File: src/rtl/cot_pkg.sv
package cot_pkg;
  typedef enum logic [2:0] {
    ST_IDLE = 3'd0,
    ST_DTH  = 3'd1,
    ST_HIGH = 3'd2,
    ST_DTL  = 3'd3,
    ST_LOW  = 3'd4
  } cot_state_e;
endpackage

File: src/rtl/cot_down_counter.sv
module cot_down_counter #(
  parameter int W = 8
) (
  input  logic         clk,
  input  logic         rst,
  input  logic         load,
  input  logic [W-1:0] load_val,
  output logic         done
);
  logic [W-1:0] cnt;

  always_ff @(posedge clk) begin
    if (rst)                 cnt <= '0;
    else if (load)           cnt <= load_val;
    else if (cnt != '0)      cnt <= cnt - 1'b1;
  end

  assign done = (cnt == '0);
endmodule

File: src/rtl/cot_ontime_clamp.sv
module cot_ontime_clamp #(
  parameter int TON_W   = 10,
  parameter int TON_MIN = 28
) (
  input  logic [TON_W-1:0] ton_req,
  output logic [TON_W-1:0] ton_eff
);
  localparam logic [TON_W-1:0] FLOOR = TON_W'(TON_MIN);

  always_comb begin
    if (ton_req < FLOOR) ton_eff = FLOOR;
    else                 ton_eff = ton_req;
  end
endmodule

File: src/rtl/cot_seq_fsm.sv
module cot_seq_fsm
  import cot_pkg::*;
#(
  parameter int TON_W = 10,
  parameter int DEAD  = 2
) (
  input  logic             clk,
  input  logic             rst,
  input  logic             kill,
  input  logic             hold_lo,
  input  logic             trig,
  input  logic             zc_end,
  input  logic [TON_W-1:0] ton_eff,
  output cot_state_e       nstate,
  output logic             leave_high
);
  localparam logic [TON_W-1:0] DEAD_M1 = TON_W'(DEAD - 1);

  cot_state_e       state;
  logic [TON_W-1:0] cnt, cnt_n, dec;
  logic [TON_W-1:0] ton_lat, ton_lat_n;

  always_comb begin
    dec       = (cnt != '0) ? cnt - 1'b1 : cnt;
    nstate    = state;
    cnt_n     = dec;
    ton_lat_n = ton_lat;
    if (kill) begin
      nstate = ST_IDLE;
      cnt_n  = '0;
    end else if (hold_lo && state != ST_DTL && state != ST_LOW) begin
      nstate = ST_DTL;
      cnt_n  = DEAD_M1;
    end else begin
      unique case (state)
        ST_IDLE: if (trig) begin
          nstate    = ST_DTH;
          cnt_n     = DEAD_M1;
          ton_lat_n = ton_eff;
        end
        ST_DTH: if (cnt == '0) begin
          nstate = ST_HIGH;
          cnt_n  = ton_lat - 1'b1;
        end
        ST_HIGH: if (cnt == '0) begin
          nstate = ST_DTL;
          cnt_n  = DEAD_M1;
        end
        ST_DTL: if (cnt == '0) nstate = ST_LOW;
        ST_LOW: begin
          if (hold_lo) begin
            nstate = ST_LOW;
          end else if (trig) begin
            nstate    = ST_DTH;
            cnt_n     = DEAD_M1;
            ton_lat_n = ton_eff;
          end else if (zc_end) begin
            nstate = ST_IDLE;
          end
        end
        default: nstate = ST_IDLE;
      endcase
    end
  end

  assign leave_high = (state == ST_HIGH) && (nstate != ST_HIGH);

  always_ff @(posedge clk) begin
    if (rst) begin
      state   <= ST_IDLE;
      cnt     <= '0;
      ton_lat <= '0;
    end else begin
      state   <= nstate;
      cnt     <= cnt_n;
      ton_lat <= ton_lat_n;
    end
  end
endmodule

File: src/rtl/cot_timing_ctrl.sv
module cot_timing_ctrl
  import cot_pkg::*;
#(
  parameter int TON_W    = 10,
  parameter int TON_MIN  = 28,
  parameter int TOFF_MIN = 112,
  parameter int DEAD     = 2
) (
  input  logic             clk,
  input  logic             rst,
  input  logic             run,
  input  logic             err_hi,
  input  logic             ilim,
  input  logic             zc,
  input  logic             fpwm,
  input  logic [TON_W-1:0] ton_cycles,
  input  logic             force_off,
  input  logic             force_lo,
  output logic             hs_gate,
  output logic             ls_gate
);
  localparam int TOFF_W = $clog2(TOFF_MIN + 1);
  localparam logic [TOFF_W-1:0] TOFF_LOAD = TOFF_W'(TOFF_MIN - 1);

  logic             kill, trig, zc_end, toff_done, leave_high;
  logic [TON_W-1:0] ton_eff;
  cot_state_e       nstate;

  assign kill   = force_off | ~run;
  assign trig   = err_hi & ~ilim & toff_done;
  assign zc_end = zc & ~fpwm;

  cot_ontime_clamp #(.TON_W(TON_W), .TON_MIN(TON_MIN)) u_clamp (
    .ton_req (ton_cycles),
    .ton_eff (ton_eff)
  );

  cot_down_counter #(.W(TOFF_W)) u_toff (
    .clk      (clk),
    .rst      (rst),
    .load     (leave_high),
    .load_val (TOFF_LOAD),
    .done     (toff_done)
  );

  cot_seq_fsm #(.TON_W(TON_W), .DEAD(DEAD)) u_fsm (
    .clk        (clk),
    .rst        (rst),
    .kill       (kill),
    .hold_lo    (force_lo),
    .trig       (trig),
    .zc_end     (zc_end),
    .ton_eff    (ton_eff),
    .nstate     (nstate),
    .leave_high (leave_high)
  );

  always_ff @(posedge clk) begin
    if (rst) begin
      hs_gate <= 1'b0;
      ls_gate <= 1'b0;
    end else begin
      hs_gate <= (nstate == ST_HIGH);
      ls_gate <= (nstate == ST_LOW);
    end
  end
endmodule

File: config.mk
export PLATFORM = sky130hd
export DESIGN_NAME = cot_timing_ctrl
export DESIGN_NICKNAME = d
export VERILOG_FILES = /design/src/rtl/cot_pkg.sv /design/src/rtl/cot_down_counter.sv /design/src/rtl/cot_ontime_clamp.sv /design/src/rtl/cot_seq_fsm.sv /design/src/rtl/cot_timing_ctrl.sv
export SDC_FILE = /design/constraint.sdc
export NUM_CORES = 1
export LEC_CHECK = 0
export BUFFER_PORTS_ARGS = -buffer_cell sky130_fd_sc_hd__buf_2
export CORE_ASPECT_RATIO = 1.4
export CORE_MARGIN = 2
export CORE_UTILIZATION = 59
export DETAILED_ROUTE_END_ITERATION = 12
export PLACE_DENSITY = 0.79
export SYNTH_ARGS = -nofsm -noshare
export SYNTH_HDL_FRONTEND = slang
export SYNTH_HIERARCHICAL = 1
export SYNTH_SLANG_ARGS = --single-unit
File: constraint.sdc
create_clock -name clk -period 3.1 [get_ports clk]
set_input_delay 0.155 -clock clk [delete_from_list [all_inputs] [get_ports clk]]
set_output_delay 0.155 -clock clk [all_outputs]
set_load 0.005 [all_outputs]
## After elaboration in Yosys (flattened, before gate mapping)

Index checks and enable logic that the tools add are counted.
W data, S select, Z words.

| storage, ports and cells | value |
|---|---|
| output and inout port bits | 2 |
| input bits | 19 |
| word-level logic and storage cells | 68 |
| flip-flop bits (word level) | 32 |

| operators by class | value |
|---|---|
| mux-type cells | 23 |
| order comparisons | 1 |
| bitwise gates (word level) | 9 |
| $add $sub $neg | 3 |
| equal/unequal tests | 10 |
| reductions and logical operators | 14 |

Operators with widths:

| cell | number |
|---|---|
| $mux W10 | 8 |
| $pmux W10 S4 | 1 |
| $mux W3 | 9 |
| $pmux W10 S2 | 1 |
| $sub A10 B1 Y10 const B | 2 |
| $pmux W3 S5 | 1 |
| $mux W7 | 2 |
| $logic_not A10 Y1 | 1 |
| $lt A10 B5 Y1 const B | 1 |
| $reduce_bool A10 Y1 | 1 |
| $eq A3 B2 Y1 const B | 3 |
| $logic_not A7 Y1 | 1 |
| $reduce_bool A7 Y1 | 1 |
| $sub A7 B1 Y7 const B | 1 |
| $eq A3 B3 Y1 const B | 2 |
| $ne A3 B2 Y1 const B | 2 |
| $not A1 Y1 | 5 |
| $reduce_and A4 Y1 | 1 |
| $reduce_bool A2 Y1 | 2 |
| $reduce_or A2 Y1 | 2 |
| $and A1 B1 Y1 | 3 |
| $eq A3 B1 Y1 const B | 1 |
| $logic_and A1 B1 Y1 | 3 |
| $logic_not A3 Y1 | 1 |
| 5 further kinds | 5 |

## Depth between registers and ports, before layout

Gate-level depths: netlist of run 1.

| depth | value |
|---|---|
| depth in word-level cells | 11 |
| depth in mapped cells | 13 |
| mapped depth without buffers | 11 |

## Hierarchy

Netlist of run 1, hierarchy kept.

By module, submodules not included:

| module | area an instance (µm²) | instances | sequential area each (µm²) | cells each |
|---|---|---|---|---|
| cot_seq_fsm | 1526.5 | 1 | 460.4 | 193 |
| cot_down_counter | 399.1 | 1 | 140.1 | 47 |
| cot_timing_ctrl | 98.8 | 1 | 40.0 | 9 |
| cot_ontime_clamp | 86.3 | 1 | 0.0 | 15 |

## Worst setup path before layout of run 1

OpenSTA, ideal clock, no wires.

| timing | value |
|---|---|
| kind | reg-to-reg |
| start point | reg u_toff.cnt[0] |
| end point | reg u_toff.cnt[5] |
| setup slack | 661 ps |
| stages on the path, launching flop included | 13 |
| buffers on the path | 1 |
| clock period less this slack | 2439 ps |
| setup time | 75 ps |
| data arrival time | 2364 ps |
| required time | 3025 ps |
| cells stage by stage | dfxtp_1 > inv_1 > ha_1 > and4b_1 > buf_6 > and3b_1 > nor2b_1 > o221ai_1 > nand2_1 > o31a_1 > or2_2 > or2_2 > o22ai_1 |

| on the way | value |
|---|---|
| longest elaborated chain between the ends | 10 |
| elaborated cells between the ends (all ways) | 15 |
| classes of those cells | add/sub: 1; eq/ne: 1; mux: 8; bitwise: 1; reduce/logical: 4 |

RTL lines:

| what | RTL line | source |
|---|---|---|
| start, declared | cot_down_counter.sv:10 | `logic [W-1:0] cnt;` |
| start signal, assigned | cot_down_counter.sv:14 | `else if (load) cnt <= load_val;` |
| start signal, assigned | cot_down_counter.sv:15 | `else if (cnt != '0) cnt <= cnt - 1'b1;` |
| $logic_not A7 Y1 * | cot_down_counter.sv:18 | `assign done = (cnt == '0);` |
| net toff_done | cot_timing_ctrl.sv:25 | `logic kill, trig, zc_end, toff_done, leave_high;` |
| $and A1 B1 Y1 * | cot_timing_ctrl.sv:30 | `assign trig = err_hi & ~ilim & toff_done;` |
| net trig | cot_timing_ctrl.sv:25 |  |
| $mux W3 | cot_seq_fsm.sv:53 | `end else if (trig) begin` |
| $mux W3 | cot_seq_fsm.sv:51 | `if (hold_lo) begin` |
| $pmux W3 S5 * | cot_seq_fsm.sv:35 | `unique case (state)` |
| $mux W3 * | cot_seq_fsm.sv:31 | `end else if (hold_lo && state != ST_DTL && state != ST_LOW) begin` |
| $mux W3 * | cot_seq_fsm.sv:28 | `if (kill) begin` |
| $ne A3 B2 Y1 * | cot_seq_fsm.sv:66 | `assign leave_high = (state == ST_HIGH) && (nstate != ST_HIGH);` |
| $logic_and A1 B1 Y1 * | cot_seq_fsm.sv:66 |  |
| net leave_high | cot_timing_ctrl.sv:25 |  |
| $mux W7 / $reduce_bool A2 Y1 (equally long branches) | - |  |

The timed path passes the listed nets; every way through them passes the cells marked *. The select of a mux whose other input is x is not followed.
A chain may end at the register's enable or synchronous reset.

## Worst setup path after layout of run 1

Ends and elaborated chain as after synthesis.

==> results of run 1 <==
[flip-flops by register name, indices dropped and copies added (netlist names)]
name,flops
hs_gate,1
ls_gate,1
u_fsm/cnt,10
u_fsm/state,3
u_fsm/ton_lat,10
u_toff/cnt,7
[routing by layer]
layer | up-vias | GRT usage
li1 | 952 | -
met1 | 858 | 0.2611
met2 | 43 | 0.4605
met3 | 10 | 0.06349
met4 | 0 | 0.1250
met5 | - | 0
[power groups by stage]
stage	logic [mW]	registers (mW)	clock network (mW)
6_report	0.484	0.506	0.401
5_1_grt	0.546	0.512	0.424
4_1_cts	0.488	0.506	0.405
3_5_place_dp	0.482	0.515	0
3_3_place_gp	0.472	0.513	0
2_1_floorplan	0.412	0.504	0
[final cells by class]
type	instances	area, um^2	share of cell area
clock buffer	6	72.57	0.03133
clock inverter	2	35.03	0.01513
inverter	11	41.29	0.01783
multi-input combinational	209	1369	0.5910
sequential	32	640.6	0.2766
tap	40	50.05	0.02161
timing repair buffer	21	107.6	0.04646
[worst max-delay path by stage]
stage,to,depth (start not counted),startpoint,slack [ns]
finish,u_toff/cnt[5],11,u_toff/cnt[0],0.29
global route,u_toff/cnt[5],11,u_toff/cnt[0],0.10
CTS,u_toff/cnt[5],11,u_toff/cnt[0],0.31
detailed placement,u_toff/cnt[6],11,u_toff/cnt[0],0.32
global placement,u_toff/cnt[6],11,u_toff/cnt[0],0.45
floorplan,u_toff/cnt[5],12,u_toff/cnt[0],0.66
[critical path, stage by stage (launching register included)]
cell and delay, ns:
dfxtp_1 0.33, inv_1 0.08, ha_1 0.20, and4b_1 0.25, and3b_1 0.29, nor2b_1 0.16, o221ai_1 0.22, nand2_1 0.08
o31a_1 0.36, or2_2 0.35, or2_2 0.30, o22ai_1 0.12
[synthesized netlist by cell type (all sizes together), types with 8 or more instances]
cell	n	area [um^2]
a21oi	8	40.04
nand2	26	97.59
mux2i	17	170.2
nor2	37	141.4
inv	11	41.29
clkbuf	9	33.78
nand3	8	45.04
dfxtp	32	640.6
buf	8	50.05
o22ai	11	68.82
nor3	11	71.32
xnor2	8	70.07
[per-stage QoR]
| step | std cells | hold slack, ns | total power, mW |
|---|---|---|---|
| floorplan | 269 | 0.2285 | 0.9158 |
| global placement | 313 | 0.4139 | 0.9855 |
| detailed placement | 313 | 0.4207 | 0.9964 |
| CTS | 321 | 0.1181 | 1.399 |
| global route | 321 | 0.1307 | 1.481 |
| finish | 321 | 0.1202 | 1.391 |
[cells by family after synthesis]
family                     count (synthesis)
AOI/OAI and AO/OA                         45
muxes                                     18
and+or+nand+nor                          119
adders and majority gates                  5
xor gates and xnor gates                  15
buffers and inverters                     28
DFF                                       32
other                                      2
==> summary.txt, run 1 <==
Outcome
  • Status: finished clean

Logic synthesis
  • Post-synthesis simple-gate area fraction: 0.3035
  • Async S/R FF share, synth: 0
  • Synth Area per Inst: 7.995 um^2
  • Synth Area in XOR/XNOR: 0.06224
  • Commonest register cell after synthesis: dfxtp_1
  • Number of synthesized flops with an enable pin: 0
  • Complex-gate fraction of the synthesized area: 0.1523
  • Post-synthesis adder-cell area fraction: 0.02964
  • Gate Count Post-Synth: 264
  • Synth warn: 6
  • Register area share after synthesis: 0.3035
  • Synth cell types: 51
  • Mapped cell area: ~2100 um^2
  • Largest family of logic cells by synthesized area: simple AND/OR/NAND/NOR gates
  • Mux cell area share after synthesis: 0.08595
  • Synthesized flop and latch total: 32

Pwr
  • Internal: roughly 930 uW
  • Max VDD drop: 731.5 uV
  • Pwr/cell area: roughly 600 nW/um^2
  • Switching share of total power: 0.3297
  • NetSw: 458.6 uW
  • Leak: roughly 1 nW
  • Seq pwr share: 0.364
  • Part of the power in combinational logic: 0.348
  • Clk network pwr share: 0.288

Clock tree
  • Hold_buf cts: 0
  • Post-CTS Setup Bufs: 0
  • Cts repair resizes: 0
  • Clock Tree Buf Depth: 2
  • Root Buffer: clkbuf_8
  • Clock latency at the later pin of the worst-skew pair: 0.29 ns
  • Clock sink count: 32
  • H-tree depth: 2
  • TritonCTS clock tree: done
  • Worst-path clk slew: 0.07 ns
  • CTS Buf Count: 5

Route
  • DRC Markers: 0
  • Vias/cell: 5.804
  • WL met1: 1.781 mm
  • Metal3 WL: 164 um
  • Detailed Route Iter0 Violations: 57
  • TritonRoute pass-1 iters: 4
  • WL final: 4.419 mm
  • Routed Antenna Nets: 0
  • Avg WL per Cell: 13.77 um
  • WL met2: 2.353 mm
  • Max Used Layer: met4
  • Via Count: 1863

Layout
  • Most frequent cells in the layout: nor2_1 (36), dfxtp_1 (32), nand2_1 (26), buf_2 (20), mux2i_1 (17)
  • Nets@finish: 304
  • # diodes: 0
  • Util after Layout: 0.6793
  • Layout cells sized above 1: 0.1566
  • Commonest non-fill, non-tap cell in the layout: nor2_1
  • Layout fillers: 321
  • Final Instance Area: 2316 um^2
  • Area Overhead vs Synth: 9.721%

Timing
  • Setup Viol. Count Final: 0
  • Max frequency: 0.3560 GHz
  • Final hold vios: 0
  • RSZ-0062 raised after global routing: false
  • Worst slew margin relative to its limit: 0.6038
  • Period utilisation layout: 0.9061
  • TNS Setup: 0 ns
  • Worst slew pin tran: 0.5889 ns
  • Final Worst Setup Slack: 0.2912 ns
  • Clock skew: 0.006182 ns
  • Minimum clock period: 2.809 ns
  • Slew Limit Fails: 0

Placement
  • IO buf count: 20
  • Hpwl dp: 3.278 mm
  • Post-DP Area: 2208 um^2
  • DP Worst Slack: 0.3202 ns
  • GP Congestion: 0.8505

Global route
  • First-pass GRT wire length: 7.548 mm
  • Initial antenna violation count: 0
  • Total track usage: 0.2537
  • Largest net degree at the start of global routing: 26
  • Number of global-route vias before repair: between 1500 and 2000
  • Grt ovf: 0

Critical path
  • Crit Path Class: reg -> reg
  • CP startpoint kind: register
  • CP Capture Type: register
  • CP arrival: 3.03 ns
  • RR Startpoint: u_toff/cnt[0]
  • CP required: about 3.3 ns
  • R2R Setup Slk: 0.29 ns
  • Reg-to-reg critical path endpoint: u_toff/cnt[5]
  • Reg2Reg Depth: 11
  • Critical path peak fanout: 11

Worst hold path
  • Hold path start: ton_cycles[6]
  • Min-delay worst type: in -> reg
  • Hold path endpoint: u_fsm/ton_lat[6]
  • WHS Path Cells: 3

Floorplan
  • IO Pins: 21
  • Core Rows: 25
  • Die Area: 4079 um^2
  • Die height: about 75 um
  • Core area: ~3400 um^2
  • Chip width: 54.55 um
  • Initial core utilization: 0.6191

Job
  • Max_cap viols: 0
No activity file was read; power rests on OpenSTA's default activity.
==> inputs of run 2 (changes only) <==
Settings changed: CORE_ASPECT_RATIO 1.4 to 0.75.
==> run 2 against run 1 <==
Compared with the run above: register-to-register slack hardly changed; non-clock buffer count did not move; worst setup slack improved by 0.011 ns; sequential power increased by 1%; clock power is 18% lower; sequential cell count stayed put; clock-buffer cell count increased by 2; power fell by 5.5%; utilization is 0.57 points higher.
==> summary.txt, run 2 (synthesized netlist as in run 1, its figures left out) <==
Timing
  • Worst slew pin tran: 0.5671 ns
  • Setup Viol. Count Final: 0
  • Worst slew margin relative to its limit: 0.6220
  • Slew Limit Fails: 0
  • Final hold vios: 0
  • Period utilisation layout: 0.9024
  • Minimum clock period: between 2 and 3 ns
  • Clock skew: 0.007848 ns
  • RSZ-0062 raised after global routing: false
  • TNS Setup: 0 ns
  • Max frequency: 0.3575 GHz

Placement
  • GP Congestion: approximately 0.83
  • IO buf count: 20
  • Hpwl dp: 3.065 mm
  • Inst Count DP: ~310

Clock tree
  • Post-CTS Setup Bufs: 0
  • Hold_buf cts: 0
  • H-tree depth: 2
  • CTS Buf Count: 5
  • Root Buffer: clkbuf_8
  • TritonCTS clock tree: done
  • Clock Tree Buf Depth: 2
  • Worst-path clk slew: 0.06 ns
  • Clock latency at the later pin of the worst-skew pair: roughly 0.28 ns
  • Cts repair resizes: 0
  • Clock sink count: 32

Job
  • Max_cap viols: 0

Critical path
  • Crit Path Class: reg -> reg
  • CP required: 3.30 ns
  • Critical path's largest stage delay: 0.35 ns
  • Buf+Inv Stages, Crit Path: 1
  • Cell family with most CP delay: simple AND/OR/NAND/NOR gates
  • CP startpoint kind: register
  • Slowest CP cell: o31a_1
  • CP Capture Type: register
  • CP arrival: 3.00 ns
  • Critical path peak fanout: 11
  • CP dominant cell by count: or2_2
  • CP Cell Sequence: inv_1, ha_1, and4b_1, and3b_1, nor2b_1, o221ai_1, nand2_1, o31a_1, or2_2, or2_2, o22ai_1

Layout
  • Nets@finish: between 300 and 400
  • Layout cells sized above 1: 0.1530
  • Area Overhead vs Synth: 8.891%
  • Commonest non-fill, non-tap cell in the layout: nor2_1
  • Layout fillers: 278
  • # diodes: 0
  • Most frequent cells in the layout: nor2_1 (36), dfxtp_1 (32), nand2_1 (26), buf_2 (20), mux2i_1 (17)
  • Largest regs: u_fsm/cnt: 10 flops, u_fsm/ton_lat: 10 flops, u_toff/cnt: 7 flops
  • Post-Layout Cell Count: 321

Global route
  • First-pass GRT wire length: 7.527 mm
  • Total track usage: 0.2344
  • Largest net degree at the start of global routing: 26
  • Grt ovf: 0
  • Initial antenna violation count: 0
  • Number of global-route vias before repair: 1644

Floorplan
  • Die height: 55.80 um
  • Initial core utilization: 0.6290
  • Core Rows: 18
  • Core area: 3356 um^2
  • Die Area: 4077 um^2
  • Chip width: 73.07 um
  • IO Pins: 21

Route
  • WL final: 4.329 mm
  • TritonRoute pass-1 iters: 4
  • Via Count: 1852
  • DRC Markers: 0
  • Vias/cell: 5.769
  • Detailed Route Iter0 Violations: 246
  • Avg WL per Cell: approximately 13 um
  • Routed Antenna Nets: 0

Pwr
  • Pwr/cell area: 571.6 nW/um^2
  • Max VDD drop: between 500 and 600 uV
  • Leak: 1.015 nW

Worst hold path
  • Min-delay worst type: in -> reg

Outcome
  • Status: finished clean
-- run 2: cell type report --
cell class                 instances  area [um^2]  share of cell area
clock buffer                       8        90.09             0.03919
inverter                          11        41.29             0.01796
multi-input combinational        209         1369              0.5955
sequential                        32        640.6              0.2787
tap                               40        50.05             0.02177
timing repair buffer              21        107.6             0.04682
-- run 2: where the power goes --
part,internal [mW],total (mW),switching [mW]
combinational,0.231,0.476,0.245
clock,0.181,0.327,0.146
sequential,0.462,0.511,0.0491
total,0.874,1.31,0.440
-- run 2: path summary, 6_finish.rpt --
kind                                    endpoint  cells after the start     startpoint  slack [ns]
worst min register to register      u_fsm/cnt[1]                      2   u_fsm/cnt[1]        0.49
worst max-delay path               u_toff/cnt[5]                     11  u_toff/cnt[0]        0.30
worst min-delay path            u_fsm/ton_lat[5]                      3  ton_cycles[5]        0.13
worst max register to register     u_toff/cnt[5]                     11  u_toff/cnt[0]        0.30
-- run 2: worst register-to-register path, stage by stage (launching register included) --
cell and delay (ns):
dfxtp_1 0.33, inv_1 0.09, ha_1 0.20, and4b_1 0.25, and3b_1 0.29, nor2b_1 0.16, o221ai_1 0.22, nand2_1 0.08
o31a_1 0.35, or2_2 0.35, or2_2 0.29, o22ai_1 0.11
-- run 2: stage by stage --
step	setup slack [ns]	hold WS (ns)	total power, mW	util	area, um^2
5_1_grt	0.06025	0.1401	1.403	0.6849	2298
4_1_cts	0.3209	0.1176	1.315	0.6849	2298
3_5_place_dp	0.3389	0.4150	0.9779	0.6581	2208
6_report	0.3025	0.1258	1.314	0.6849	2298
2_1_floorplan	0.6609	0.2285	0.9158	-	2130
3_3_place_gp	0.4229	0.4049	0.9724	0.6581	2208
-- run 2: layer usage --
| metal | vias to the layer above | share of wire | track usage |
|---|---|---|---|
| li1 | 937 | - | - |
| met2 | 69 | 0.41 | 0.3218 |
| met3 | 11 | 0.053 | 0.05254 |
| met5 | - | 0 | 0 |
| met4 | 0 | 0.015 | 0.07937 |
| met1 | 835 | 0.52 | 0.3563 |
